$ cat src/rtl/term_share_array.sv
module term_share_array #(
  parameter int N_TERMS = 32,
  parameter int HALF    = 3,
  localparam int WIN    = 2 * HALF + 1,
  localparam int RW     = WIN + 1,
  localparam int AW     = $clog2(N_TERMS)
) (
  input  logic               clk,
  input  logic               rst_n,
  input  logic [N_TERMS-1:0] terms_in,
  input  logic               cfg_we,
  input  logic [AW-1:0]      cfg_addr,
  input  logic [RW-1:0]      cfg_wdata,
  input  logic [AW-1:0]      cfg_rd_addr,
  output logic [RW-1:0]      cfg_rdata,
  output logic [N_TERMS-1:0] sum_out
);

  logic [RW-1:0] row_q [N_TERMS];

  always_ff @(posedge clk or negedge rst_n) begin
    if (!rst_n) begin
      for (int i = 0; i < N_TERMS; i++) row_q[i] <= '0;
    end else if (cfg_we) begin
      row_q[cfg_addr] <= cfg_wdata;
    end
  end

  assign cfg_rdata = row_q[cfg_rd_addr];

  for (genvar n = 0; n < N_TERMS; n++) begin : g_out
    logic [WIN-1:0] win;
    for (genvar k = 0; k < WIN; k++) begin : g_tap
      localparam int IDX = (n + k - HALF + N_TERMS) % N_TERMS;
      assign win[k] = terms_in[IDX];
    end
    assign sum_out[n] = row_q[n][WIN] ? terms_in[n] : |(win & row_q[n][WIN-1:0]);
  end

endmodule


$ cat config.mk
export PLATFORM = sky130hd
export DESIGN_NAME = term_share_array
export DESIGN_NICKNAME = d
export VERILOG_FILES = /design/src/rtl/term_share_array.sv
export SDC_FILE = /design/constraint.sdc
export NUM_CORES = 1
export LEC_CHECK = 0
export ABC_CLOCK_PERIOD_IN_PS = 1840
export BUFFER_PORTS_ARGS = -buffer_cell sky130_fd_sc_hd__buf_4
export CAP_MARGIN = 15
export CORE_MARGIN = 5
export CORE_UTILIZATION = 40
export CTS_BUF_LIST = sky130_fd_sc_hd__clkbuf_8
export DETAILED_ROUTE_END_ITERATION = 10
export HOLD_SLACK_MARGIN = 0.12
export SYNTH_ARGS = -nofsm -noshare
export SYNTH_HDL_FRONTEND = slang
export SYNTH_SLANG_ARGS = --single-unit
$ cat constraint.sdc
create_clock -name clk -period 1.84 [get_ports clk]
set_input_delay 0 -clock clk [delete_from_list [all_inputs] [get_ports clk]]
set_output_delay 0 -clock clk [all_outputs]
set_load 0.03 [all_outputs]
# Word level (Yosys, flattened, before mapping)
# Cells that the tools add are included.
# word_totals
output_inout_bits	40
in_bits	53
register_bits	256
# op_classes
n_lt_le_gt_ge	3
bitwise_logic	34
n_reduce_logical	33
n_mux	38
# op_table
cell	n
bitwise mux 256 bit	1
bitwise AND 7 bit	32
OR reduction 7 bit	32
binary-select mux 8 bit (select 5 bit)	1
demux 8 bit (select 5 bit)	1
2-to-1 mux 1 bit	32
2-to-1 mux 8 bit	3
>= comparator 6 bit (second input constant)	2
NOT 5 -> 6 bit	2
less-than comparator 6 x 1 -> 1 bit (second input constant)	1
logical AND 1 bit	1

# Depth between registers and ports, before layout
# depth
ltp_word	6
mapped_depth	5
mapped_depth_nobuf	3

# Worst setup path after synthesis
# Ideal clock, no wire load.
# synth_path
path_type	input-to-output
start	input cfg_rd_addr[2]
end	output cfg_rdata[7]
setup_slack_ps	18
cell_stages	5
required_time_ps	1840
arrival_ps	1822
path_cell_list	clkbuf_1 buf_1 mux4_2 mux4_2 mux2_2
# synth_via
elab_chain_cells	4
# synth_rtl
element	line	rtl
start: declaration	14	input logic [AW-1:0] cfg_rd_addr,
NOT 5 -> 6 bit (not written as such)	29	assign cfg_rdata = row_q[cfg_rd_addr];
binary-select mux 8 bit (select 5 bit)	29	
2-to-1 mux 8 bit (not written as such) (2 in series)	29	
end: declaration	15	output logic [RW-1:0] cfg_rdata,
# Every way passes these cells. The select of a mux whose other input is x is not followed.

# Final worst setup path
# layout_path
start	register row_q[51] (netlist name)
end	output cfg_rdata[3]
# layout_via
elab_chain_cells	3
# layout_rtl
element	line	rtl
start: declaration	19	logic [RW-1:0] row_q [N_TERMS];
start signal: indexed assignment	25	row_q[cfg_addr] <= cfg_wdata;
binary-select mux 8 bit (select 5 bit)	29	
2-to-1 mux 8 bit (not written as such) (2 in series)	29	
# Every way passes these cells. The select of a mux whose other input is x is not followed.

==> metrics.md <==
| Metric | Value |
|---|---|
| Status | complete, but fails checks |
| Failing checks | negative setup slack |
| Final setup margin | -0.6476 ns |
| Vias in the first global route | 10390 |
| Period utilisation layout | 135.2% |
| GR met3 Demand/Resource | 6.367% |
| Final Critical Period | roughly 2.5 ns |
| GRT Total Usage | 25.74% |
| Synth Instances | ~900 |
| Post-DR vias/cell | 6.059 |
| Synth area leader | dfrtp_1 |
| Ant diodes | 0 |
| Met1 Track Usage GR | 35.26% |
| Die width | 189.6 µm |
| Htree depth | 2 |
| Largest regs | row_q x256 |
| Pleak | 7.672 nW |
| Die ar. | ~36000 µm² |
| Library cells used by synthesis | 20 |
| Reg2reg path depth | 3 |
| Area after DPL | 15540 µm² |
| Busiest layer in global routing | met2 |
| Tot Pwr | 0.01926 W |
| Core ar. | roughly 32000 µm² |
| Largest net degree at the start of global routing | 70 |
| CP max FO | 2 |
| R2R Path End | row_q[50] |
| Slew Viols, Final | 0 |
| F_max | 0.4020 GHz |
| Synthesized Nets | 944 |
| Longest Clk Path Bufs | 3 |
| CP Capture Type | output port |
| First-pass DRT Iterations | 5 |
| Num CTS Buffers | 46 |
| Total of max-cap violations | 0 |
| Asr flop ratio synth | 100.0% |
| Clk sinks | about 260 |
| Hold depth | 4 |
| RSZ-0062 raised after global routing | true |
| Worst Hold Launch | cfg_addr[4] |
| Remaining Overflow, GRT | 0 |
| Post-DP HPWL | 32.11 mm |
| Syn_area_per_cell | 14.48 µm² |
| Grt met2 use | around two fifths |
| Worst-Margin Slew | ~0.55 ns |
| Reg clk slew, reported paths | about 0.06 ns |
| Post-synthesis register bit count | about 260 |
| Top reg by flops | row_q |
| DR iter-0 viols | 822 |
| DRC | 0 |
| Total number of vias | 9924 |
| Number of synthesized flops with an enable pin | 0 |
| Worst-case vdd ir drop | 0.0005913 V |
| Nets | 1256 |
| Req. time, crit path | ~1.8 ns |
| Final Hold Vio Count | 0 |
| Initial antenna violation count | 3 |
| CP arrival | 2.49 ns |
| Post-layout instance area | 16770 µm² |
| Top FF cell, synth | dfrtp_1 |
| Most frequent cell after synthesis | mux2_2 |
| R2r setup slk | 0.75 ns |
| Seq/Total Area, Yosys | 49.66% |
| Largest cells by area after synthesis | dfrtp_1, mux2_2, mux4_2 |
| Layout area overhead | 29.99% |
| Synth warn | 0 |
| Setup CP Type | reg -> out |
| Number of flip-flops in the largest register | 256 |
| Hold Slack | 0.1582 ns |
| Top cell type's share of synthesized area | 49.66% |
| Routed WL | 45.98 mm |
| Mapped cell area | roughly 13000 µm² |
| # IOs | 93 |
| Initial core utilization | a little over 40% |
| # setup viols final | 8 |
| Gpl congestion | 0.8938 |
| Startpoint Class | flip-flop |
| First-pass GRT wire length | 68.97 mm |
| Layout cells sized above 1 | 59.79% |
| Die Y | 189.6 µm |
| HP Class | in -> reg |
| Drt wl/cell | approximately 28 µm |
| Clock latency on the worst-skew pair | 0.55 ns |
| Commonest cells in the netlist | mux2_2, dfrtp_1, a22oi_1 |
| Slew HR | 63.08% |
| DRT antenna net count | 0 |
| Row count | 65 |
| Worst r2r src | row_q[50] |
| CTS tree | done |
| Input/output buffers | a little over 90 |
| Power per cell area | 1149 nW/µm² |
| WHS Endpoint | row_q[31] |
| Worst Clk Skew | 0 ns |
| Root Driver | clkbuf_8 |
[where the power goes]
part,leakage [nW],total [W],switching (W),internal [W]
sequential,3.27,0.00774,0.00100,0.00674
combinational,3.87,0.00597,0.00265,0.00331
clock,0.528,0.00555,0.00249,0.00306
[timing repair]
item / CTS / global route
hold buffers: 11 / 0
setup buffers: 3 / 4
setup endpoints to repair: 14 / 23
gates cloned: 0 / 0
pin swaps: 0 / 8
gates resized for setup: 22 / 23
endpoints found under the hold margin: 512 / 0
[cells in the final DEF (no fill, tap or decap), drive strengths merged]
cell type and n:
nor3b 4, buf 305, clkbuf 60, bufinv 1, mux2 264, nand3 2
nand2 16, and3 33, nand3b 5, and3b 2, clkinvlp 2, inv 8
a22oi 96, o21ai 64, nor3 1, or3b 1, mux4 80, dfrtp 256
dlygate4sd3 10, nor2 16, clkinv 10
[per-layer routing]
metal / wire [µm] / part of all wire [%] / up-vias
met3: 3821 / 8.3 / 100
li1: - / - / 4143
met5: 82 / 0.18 / -
met1: 19180 / 42 / 5188
met2: 21330 / 46 / 487
met4: 1560 / 3.4 / 6
[critical path, stage by stage (launching register included)]
cell	delay, ns
dfrtp_1	0.41
mux4_2	0.51
mux4_2	0.58
mux2_4	0.30
buf_6	0.14
[per-stage QoR]
stage	util, %	setup WS (ns)	TNS, ns	instances
after detailed placement	48.99	-0.1233	-0.8533	1540
final	52.87	-0.6476	-4.917	1638
after floorplan	-	0.01826	0	891
after global placement	48.99	-0.1147	-0.8355	1540
after CTS	52.63	-0.6320	-4.876	1635
after global routing	52.87	-0.6677	-5.238	1638
[cell families (layout without fill, tap and decap cells)]
group	Yosys count	in the layout	synth area share [%]
AOI/OAI and AO/OA	160	160	8.069
muxes	344	344	37.01
buffers and inverters	51	396	1.813
DFF	256	256	49.66
and+or+nand+nor	80	80	3.453
[cell type report]
cell class,instances,area [µm²]
multi-input combinational,584,6341
clock buffer,60,825.8
timing repair buffer,315,2569
tap,402,503.0
clock inverter,21,125.1
fill,2756,14950
sequential,256,6406
[worst max-delay path by stage]
stage	slack, ns	end	startpoint
after global placement	-0.11	cfg_rdata[7]	cfg_rd_addr[1]
after floorplan	0.02	cfg_rdata[7]	cfg_rd_addr[2]
after CTS	-0.63	cfg_rdata[7]	row_q[79]
final	-0.65	cfg_rdata[3]	row_q[51]
after detailed placement	-0.12	cfg_rdata[3]	cfg_rd_addr[1]
after global routing	-0.67	cfg_rdata[3]	row_q[131]
No activity file was read; power rests on OpenSTA's default activity.
